**src/rtl/hdr_serial_pkg.sv**
```systemverilog
package hdr_serial_pkg;
  typedef enum logic [1:0] {
    ST_HEADER,
    ST_CTRL,
    ST_DATA,
    ST_DROP
  } rxState_t;

  typedef struct packed {
    logic flush;     // clear bit count and byte state
    logic emit;      // present the assembled byte downstream
    logic emitCtrl;  // the presented byte is the control byte
  } dpStrobe_t;
endpackage

```
**src/rtl/hdr_serial_dp.sv**
```systemverilog
module hdr_serial_dp
  import hdr_serial_pkg::*;
#(
  parameter int BYTE_W      = 8,
  parameter int SYNC_STAGES = 2
) (
  input  logic              clk,
  input  logic              rstN,
  input  logic              csNIn,
  input  logic              sclIn,
  input  logic              sdiIn,
  input  dpStrobe_t         strobe,
  output logic              linkActive,
  output logic              byteReady,
  output logic [BYTE_W-1:0] rxByte,
  output logic              byteValid,
  output logic [BYTE_W-1:0] byteData,
  output logic              byteIsCtrl
);
  localparam int CNT_W = $clog2(BYTE_W);
  localparam logic [CNT_W-1:0] LAST_BIT = CNT_W'(BYTE_W - 1);

  logic [SYNC_STAGES-1:0] csPipe, sclPipe, sdiPipe;
  logic                   sclPrev;
  logic                   sclRise;
  logic [CNT_W-1:0]       bitCnt;
  logic [BYTE_W-1:0]      shiftReg;

  // all three lines pass through equal-depth synchronisers so data stays aligned with its edge
  always_ff @(posedge clk or negedge rstN) begin
    if (!rstN) begin
      csPipe  <= '1;
      sclPipe <= '0;
      sdiPipe <= '0;
      sclPrev <= 1'b0;
    end else begin
      csPipe  <= {csPipe[SYNC_STAGES-2:0], csNIn};
      sclPipe <= {sclPipe[SYNC_STAGES-2:0], sclIn};
      sdiPipe <= {sdiPipe[SYNC_STAGES-2:0], sdiIn};
      sclPrev <= sclPipe[SYNC_STAGES-1];
    end
  end

  assign linkActive = ~csPipe[SYNC_STAGES-1];
  assign sclRise    = sclPipe[SYNC_STAGES-1] & ~sclPrev;
  assign rxByte     = shiftReg;

  always_ff @(posedge clk or negedge rstN) begin
    if (!rstN) begin
      bitCnt    <= '0;
      shiftReg  <= '0;
      byteReady <= 1'b0;
    end else if (strobe.flush) begin
      bitCnt    <= '0;
      byteReady <= 1'b0;
    end else begin
      byteReady <= 1'b0;
      if (sclRise) begin
        shiftReg  <= {shiftReg[BYTE_W-2:0], sdiPipe[SYNC_STAGES-1]};
        bitCnt    <= (bitCnt == LAST_BIT) ? '0 : CNT_W'(bitCnt + 1'b1);
        byteReady <= (bitCnt == LAST_BIT);
      end
    end
  end

  always_ff @(posedge clk or negedge rstN) begin
    if (!rstN) begin
      byteValid  <= 1'b0;
      byteData   <= '0;
      byteIsCtrl <= 1'b0;
    end else begin
      byteValid <= strobe.emit;
      if (strobe.emit) begin
        byteData   <= shiftReg;
        byteIsCtrl <= strobe.emitCtrl;
      end
    end
  end
endmodule

```
**src/rtl/hdr_serial_ctl.sv**
```systemverilog
module hdr_serial_ctl
  import hdr_serial_pkg::*;
#(
  parameter int         BYTE_W  = 8,
  parameter logic [1:0] DEV_SEL = 2'b01
) (
  input  logic              clk,
  input  logic              rstN,
  input  logic              linkActive,
  input  logic              byteReady,
  input  logic [BYTE_W-1:0] rxByte,
  output dpStrobe_t         strobe
);
  rxState_t   state, stateNxt;
  logic       readFlag;
  logic [1:0] selField;

  assign readFlag = rxByte[BYTE_W-1];
  assign selField = rxByte[BYTE_W-2 -: 2];

  always_comb begin
    stateNxt     = state;
    strobe       = '0;
    strobe.flush = ~linkActive;
    if (!linkActive) begin
      stateNxt = ST_HEADER;
    end else if (byteReady) begin
      unique case (state)
        ST_HEADER: stateNxt = (!readFlag && selField == DEV_SEL) ? ST_CTRL : ST_DROP;
        ST_CTRL: begin
          strobe.emit     = 1'b1;
          strobe.emitCtrl = 1'b1;
          stateNxt        = ST_DATA;
        end
        ST_DATA:  strobe.emit = 1'b1;
        default:  stateNxt = ST_DROP;
      endcase
    end
  end

  always_ff @(posedge clk or negedge rstN) begin
    if (!rstN) state <= ST_HEADER;
    else       state <= stateNxt;
  end
endmodule

```
**src/rtl/hdr_serial_rx.sv**
```systemverilog
module hdr_serial_rx
  import hdr_serial_pkg::*;
#(
  parameter int         BYTE_W      = 8,
  parameter int         SYNC_STAGES = 2,
  parameter logic [1:0] DEV_SEL     = 2'b01
) (
  input  logic              clk,
  input  logic              rstN,
  input  logic              csN,
  input  logic              sclk,
  input  logic              sdin,
  output logic              byteValid,
  output logic [BYTE_W-1:0] byteData,
  output logic              byteIsCtrl
);
  dpStrobe_t         strobe;
  logic              linkActive;
  logic              byteReady;
  logic [BYTE_W-1:0] rxByte;

  hdr_serial_dp #(.BYTE_W(BYTE_W), .SYNC_STAGES(SYNC_STAGES)) uDp (
    .clk(clk), .rstN(rstN), .csNIn(csN), .sclIn(sclk), .sdiIn(sdin),
    .strobe(strobe), .linkActive(linkActive), .byteReady(byteReady),
    .rxByte(rxByte), .byteValid(byteValid), .byteData(byteData),
    .byteIsCtrl(byteIsCtrl)
  );

  hdr_serial_ctl #(.BYTE_W(BYTE_W), .DEV_SEL(DEV_SEL)) uCtl (
    .clk(clk), .rstN(rstN), .linkActive(linkActive), .byteReady(byteReady),
    .rxByte(rxByte), .strobe(strobe)
  );
endmodule

```
**config.mk**
```make
export PLATFORM = sky130hd
export DESIGN_NAME = hdr_serial_rx
export DESIGN_NICKNAME = d
export VERILOG_FILES = /design/src/rtl/hdr_serial_pkg.sv /design/src/rtl/hdr_serial_dp.sv /design/src/rtl/hdr_serial_ctl.sv /design/src/rtl/hdr_serial_rx.sv
export SDC_FILE = /design/constraint.sdc
export NUM_CORES = 1
export LEC_CHECK = 0
export CELL_PAD_IN_SITES_DETAIL_PLACEMENT = 2
export CELL_PAD_IN_SITES_GLOBAL_PLACEMENT = 2
export CORE_UTILIZATION = 40
export CTS_BUF_LIST = sky130_fd_sc_hd__clkbuf_2
export DETAILED_ROUTE_END_ITERATION = 8
export HOLD_SLACK_MARGIN = 0.06
export PLACE_DENSITY_LB_ADDON = 0.1
export SETUP_SLACK_MARGIN = 0.1
export SLEW_MARGIN = 20
export SYNTH_ARGS = -nofsm -noshare
export SYNTH_HDL_FRONTEND = slang
export SYNTH_SLANG_ARGS = --single-unit
```
**constraint.sdc**
```tcl
create_clock -name clk -period 1.5 [get_ports clk]
set_input_delay 0.3 -clock clk [delete_from_list [all_inputs] [get_ports clk]]
set_output_delay 0.3 -clock clk [all_outputs]
set_load 0.01 [all_outputs]
```
==> results of run 1 <==
-- how the worst max path moves through the flow --
stage                       to  depth (start not counted)  slack, ns
4_1_cts        uDp.byteData[2]                          5       0.06
3_5_place_dp   uDp.byteData[5]                          5       0.02
5_1_grt        uDp.byteData[3]                          5      -0.04
3_3_place_gp   uDp.byteData[2]                          5        0.1
6_report       uDp.byteData[2]                          5       0.02
2_1_floorplan  uDp.byteData[0]                          5       0.17
-- timing repair --
action                     in CTS  in global routing
setup endpoints to repair      20                 16
pin swaps                       1                  6
hold buffers                    0                  0
gates resized for setup        17                  9
setup buffers                  10                  5
-- state kept, by name (all words and copies together), names as in the netlist, 2 cells and up --
| name | cells |
|---|---|
| uDp.rxByte | 8 |
| uCtl.state | 2 |
| uDp.csPipe | 2 |
| uDp.sdiPipe | 2 |
| uDp.byteData | 8 |
| uDp.sclPipe | 2 |
| uDp.bitCnt | 3 |
-- cells in the final DEF (no fill, tap or decap), drive strengths merged --
master	count
clkdlybuf4s15	4
a21oi	3
nor2b	1
nand2b	2
clkinvlp	2
a211oi	1
nand3b	3
inv	3
nor2	2
clkinv	1
dfrtp	29
dlygate4sd2	6
clkbuf	5
ha	5
clkdlybuf4s50	4
mux2	18
nor4	1
or3	1
and2	1
dfstp	2
buf	18
nand2	4
-- metal layers --
layer / up-vias / GRT usage [%] / share of wire [%]
met5: - / 0 / 0
met4: 0 / 6.27 / 1.0
met3: 4 / 4.76 / 3.1
met2: 15 / 32.8 / 51
met1: 377 / 23.4 / 45
li1: 337 / - / -
-- cells by family (layout without fill, tap and decap cells) --
logic type	count (synthesis)	after routing	synth area share, %
buffers and inverters	4	43	1.85
AOI/OAI and AO/OA	4	4	1.85
DFF	31	31	63.8
and+or+nand+nor	15	15	8.00
muxes	18	18	19.4
adders and majority gates	5	5	5.13
-- cell type report --
| class | count | area [µm²] | share of cell area, % |
|---|---|---|---|
| flip-flops and latches | 31 | 778 | 47.9 |
| multi-input cells | 42 | 460 | 28.3 |
| repair buffers | 32 | 292 | 17.9 |
| well taps | 31 | 38.8 | 2.39 |
| clock buffers | 5 | 25.0 | 1.54 |
| clock inverters | 3 | 20.0 | 1.23 |
| inverters | 3 | 11.3 | 0.693 |
-- through the flow --
stage / instances / utilization, % / setup TNS (ns)
2_1_floorplan: 77 / - / 0
3_3_place_gp: 124 / 50.3 / 0
3_5_place_dp: 124 / 50.3 / 0
4_1_cts: 142 / 54.9 / 0
5_1_grt: 147 / 57.5 / -0.218
6_report: 147 / 57.5 / 0
-- power breakdown --
part,internal [mW],switching (mW)
Sequential,0.936,0.0937
Combinational,0.0827,0.0644
Clock,0.111,0.303
Total,1.13,0.461
-- critical path: cells and delay by family (launching register included) --
family / cells / cell delay, ns
DFF: 1 / 0.41
muxes: 1 / 0.30
buffers and inverters: 2 / 0.26
adders and majority gates: 1 / 0.26
and+or+nand+nor: 1 / 0.15
==> results.sh, run 1 <==
export IMPL_status="finished with violations"
export IMPL_violations="DRC"
export IMPL_drc=2
export IMPL_slew_headroom_pct=79.5
export IMPL_fin_crit_sh_pct=98.9
export IMPL_hold_violations=0
export IMPL_drive_gt1_share_pct=42.2
export IMPL_cts_tree="yes"
export IMPL_dieArea_um2=3270
export IMPL_synth_cell_types=20
export IMPL_placed_area_um2=1420
export IMPL_cts_sinks=31
export IMPL_synth_top_area_share_pct=59.5
export IMPL_drtIter0Drc=20
export IMPL_fin_ws_ns=0.0169
export IMPL_cap_viol_max_count=0
export IMPL_r2r_cells=5
export IMPL_clock_latency_ns=0.35
export IMPL_critPathLaunchType="flop"
export IMPL_clock_fmax_mhz=674
export IMPL_reg2reg_from="uCtl.state[0]"
export IMPL_slowest_delay_ns=0.41
export IMPL_r2r_end="uDp.byteData[2]"
export IMPL_antenna_found_initial=0
export IMPL_num_io_pins=15
export IMPL_worst_pin_slew_ns=0.305
export IMPL_holdWs_ns=0.275
export IMPL_hold_path_class="primary input to asynchronous set/reset pin"
export IMPL_skew_ns=0.0188
export IMPL_syn_num_nets=87
export IMPL_synth_common_cells="dfrtp_1, mux2_4, mux2_1"
export IMPL_rrSetupSlack_ns=0.02
export IMPL_root_buffer="clkbuf_2"
export IMPL_die_h_um=57.2
export IMPL_clockBufferDepth=2
export IMPL_first_pass_iters=5
export IMPL_rows=19
export IMPL_dp_hpwl_mm=1.59
export IMPL_routed_wl_mm=2.77
export IMPL_drtAntennaViolNets=0
export IMPL_p_leak_nw=0.821
export IMPL_overflow=0
export IMPL_place_gp_congestion=0.761
export IMPL_ys_ff_latch=31
export IMPL_ys_flop_type="dfrtp_1"
export IMPL_layout_nets=125
export IMPL_cp_cell_sequence="inv_2 > ha_4 > nand3b_1 > buf_6 > mux2_4"
export IMPL_dp_slack_ns=0.0239
export IMPL_syn_inst=77
export IMPL_setup_viol=0
export IMPL_rsz0062_at_grt="yes"
export IMPL_die_x_um=57.2
export IMPL_synth_edf_count=0
export IMPL_numCtsBuffers=5
export IMPL_grt_pass1_wl_mm=4.45
export IMPL_slew_violations=0
export IMPL_grt_usage_pct=19.0
export IMPL_crit_start="uCtl.state[0]"
export IMPL_synth_seq_area_share_pct=63.8
export IMPL_port_buffers=14
export IMPL_ir_drop_mv=0.659
export IMPL_fin_crit_ns=1.48
export IMPL_synth_area_leader_cell="dfrtp_1"
export IMPL_fp_coreArea_um2=2830
export IMPL_powerDensity_nw_per_um2=979
export IMPL_postSynth_asyncResetShare_pct=100
export IMPL_required_ns=1.74
export IMPL_synth_warnings=0
export IMPL_synth_area_leaders="dfrtp_1, mux2_4, mux2_1, ha_1, dfstp_2"
export IMPL_viasPerCell=4.99
export IMPL_syn_area_um2=1220
export IMPL_synth_most_common_cell="dfrtp_1"
export IMPL_slowest_stage="dfrtp_1"
export IMPL_cp_end_kind="flop"
export IMPL_worstPathArrival_ns=1.73
export IMPL_insertedDiodeCount=0
export IMPL_syn_to_final_growth_pct=33.2
export IMPL_nFillCells=263
export IMPL_synth_avg_cell_area_um2=15.8
export IMPL_grt_pass1_vias=879
export IMPL_path_max_fanout=6
export IMPL_h_tree_depth=2
export IMPL_grt_start_max_net_pins=32
export IMPL_vias=733
export IMPL_wl_per_cell_um=18.9
export IMPL_cts_clk_slew_worst_paths_ns=0.18
export IMPL_initial_core_util_pct=43.1
export IMPL_critPathKind="flop to flop"
export IMPL_p_total_mw=1.59
export IMPL_design_area_um2=1630
Power figures use the tool's default switching activity.
==> inputs of run 2 (changes only) <==
- ABC_AREA: not set -> 1
- CORE_UTILIZATION: 40 -> 37
- PLACE_DENSITY: not set -> 0.92
- PLACE_DENSITY_LB_ADDON: 0.1 -> not set
==> results.sh, run 2 <==
export IMPL_status="finished clean"
export IMPL_placed_area_um2=1430
export IMPL_port_buffers=14
export IMPL_syn_to_final_growth_pct=19.5
export IMPL_design_area_um2=1500
export IMPL_drtAntennaViolNets=0
export IMPL_synth_top_area_share_pct=57.7
export IMPL_crit_start="uDp.byteData[5]"
export IMPL_drc=0
export IMPL_crit_family="flip-flops"
export IMPL_fin_crit_ns=1.36
export IMPL_syn_inst=116
export IMPL_slew_violations=0
export IMPL_synth_warnings=0
export IMPL_cp_cell_sequence="dlygate4sd2_1"
export IMPL_rows=20
export IMPL_skew_ns=0.00677
export IMPL_synth_edf_count=0
export IMPL_dp_hpwl_mm=1.96
export IMPL_synth_most_common_cell="dfrtp_1"
export IMPL_synth_area_leaders="dfrtp_1, nand2_1, o21ai_2, inv_1, ha_1"
export IMPL_numCtsBuffers=5
export IMPL_grt_pass1_wl_mm=4.51
export IMPL_clockBufferDepth=2
export IMPL_grt_start_max_net_pins=21
export IMPL_slowest_stage="dfrtp_1"
export IMPL_h_tree_depth=2
export IMPL_r2r_cells=4
export IMPL_ys_flop_type="dfrtp_1"
export IMPL_synth_seq_area_share_pct=61.8
export IMPL_critPathKind="flop to output pin"
export IMPL_antenna_found_initial=0
export IMPL_finalSetupTns_ns=0
export IMPL_nFillCells=335
export IMPL_hold_path_class="primary input to asynchronous set/reset pin"
export IMPL_r2r_end="uDp.bitCnt[0]"
export IMPL_hold_violations=0
export IMPL_synth_avg_cell_area_um2=10.9
export IMPL_die_h_um=60.3
export IMPL_final_cell_mix="dfrtp_1, nand2_1, inv_1, o21ai_2, o21ai_0"
export IMPL_required_ns=1.20
export IMPL_syn_num_nets=126
export IMPL_final_common_cell="dfrtp_1"
export IMPL_dieArea_um2=3640
export IMPL_postSynth_asyncResetShare_pct=100
export IMPL_slowest_delay_ns=0.41
export IMPL_drtIter0Drc=27
export IMPL_cts_hold_buf=0
export IMPL_cts_sinks=31
export IMPL_ir_drop_mv=0.427
export IMPL_setup_viol=0
export IMPL_synth_cell_types=18
export IMPL_synth_common_cells="dfrtp_1, nand2_1, inv_1"
export IMPL_worst_pin_slew_ns=0.397
export IMPL_path_max_fanout=2
export IMPL_cts_tree="yes"
export IMPL_critPathCapture="byteData[5]"
export IMPL_num_io_pins=15
export IMPL_ys_ff_latch=31
export IMPL_first_pass_iters=3
export IMPL_p_total_mw=1.46
export IMPL_die_x_um=60.3
export IMPL_critPathLaunchType="flop"
export IMPL_initial_core_util_pct=40.2
export IMPL_clock_fmax_mhz=736
export IMPL_grt_pass1_vias=956
export IMPL_layout_nets=150
export IMPL_reg2reg_from="uDp.bitCnt[0]"
export IMPL_cap_viol_max_count=0
export IMPL_drive_gt1_share_pct=21.3
export IMPL_worstPathArrival_ns=1.06
export IMPL_cts_clk_slew_worst_paths_ns=0.15
export IMPL_fin_util_pct=48.1
export IMPL_root_buffer="clkbuf_2"
export IMPL_rsz0062_at_grt="yes"
export IMPL_cp_end_kind="output pin"
export IMPL_fin_crit_sh_pct=90.5
export IMPL_powerDensity_nw_per_um2=971
export IMPL_wl_per_cell_um=14.6
export IMPL_vias=863
export IMPL_place_gp_congestion=0.727
export IMPL_slew_headroom_pct=73.5
export IMPL_critPathBufInv=1
export IMPL_insertedDiodeCount=0
export IMPL_grt_usage_pct=18.3
export IMPL_rrSetupSlack_ns=0.19
export IMPL_syn_area_um2=1260
export IMPL_synth_area_leader_cell="dfrtp_1"
export IMPL_fp_coreArea_um2=3130
export IMPL_worst_path_stages=1
export IMPL_p_leak_nw=0.746
export IMPL_viasPerCell=4.66
export IMPL_clock_latency_ns=0.36
export IMPL_routed_wl_mm=2.70
export IMPL_overflow=0
run 2: cell types whose count changed in the layout (fill, tap and decap cells not counted), sizes merged, moves of 12 or more:
| cell | delta |
|---|---|
| mux2 | -18 |
| nand2 | +23 |
| inv | +16 |
| buf | -12 |
| o21ai | +20 |
run 2: where the power goes:
part           switching, mW  internal [mW]  leakage (nW)  total, mW
clock network          0.276          0.112        0.0281      0.388
logic                 0.0950         0.0460         0.310      0.141
registers             0.0350          0.896         0.408      0.931
total                  0.406           1.05         0.746       1.46
run 2: how the worst min path moves through the flow:
stage / startpoint / endpoint / depth (start not counted)
CTS: rstN / uCtl.state[1] / 2
finish: rstN / uDp.bitCnt[0] / 2
global route: rstN / uDp.bitCnt[0] / 2
global placement: uDp.sclPipe[0] / uDp.sclPipe[1] / 0
detailed placement: uDp.sclPipe[0] / uDp.sclPipe[1] / 0
floorplan: rstN / uCtl.state[0] / 0
run 2: logic make-up after synthesis:
kind of cell | after synthesis | share of synthesized area, %
buf+inv | 22 | 8.55
flops | 31 | 61.8
simple gates | 37 | 13.0
compound gates | 21 | 11.6
fa+ha+maj | 5 | 4.97
run 2: final cells by class:
class                           instances  area [µm²]  area share (%)
Clock buffer                            6        30.0            2.00
Multi-Input combinational cell         63         373            24.8
Clock inverter                          2        7.51           0.499
Inverter                               19        71.3            4.74
Sequential cell                        31         778            51.7
Tap cell                               44        55.1            3.66
Timing Repair Buffer                   20         189            12.6
run 2: stage by stage:
step           worst slack, ns  instances  hold slack, ns
3_3_place_gp             0.190        173           0.336
4_1_cts                 0.0880        183           0.229
3_5_place_dp            0.0962        173           0.343
6_report                 0.142        185           0.251
2_1_floorplan            0.304        116         0.00441
5_1_grt                 0.0951        185           0.225
run 2: timing repair:
item,CTS,global route
gates resized for setup,11,7
buffers inserted,2,2
pin swaps,1,0
gates cloned,0,0
endpoints found under the setup margin,14,7
run 2: routing by layer:
metal | GRT usage (%) | vias to the layer above | share of wire [%]
li1 | - | 405 | -
met1 | 19.0 | 433 | 38
met2 | 32.3 | 17 | 55
met3 | 6.49 | 8 | 3.9
met4 | 9.30 | 0 | 3.3
met5 | 0 | - | 0
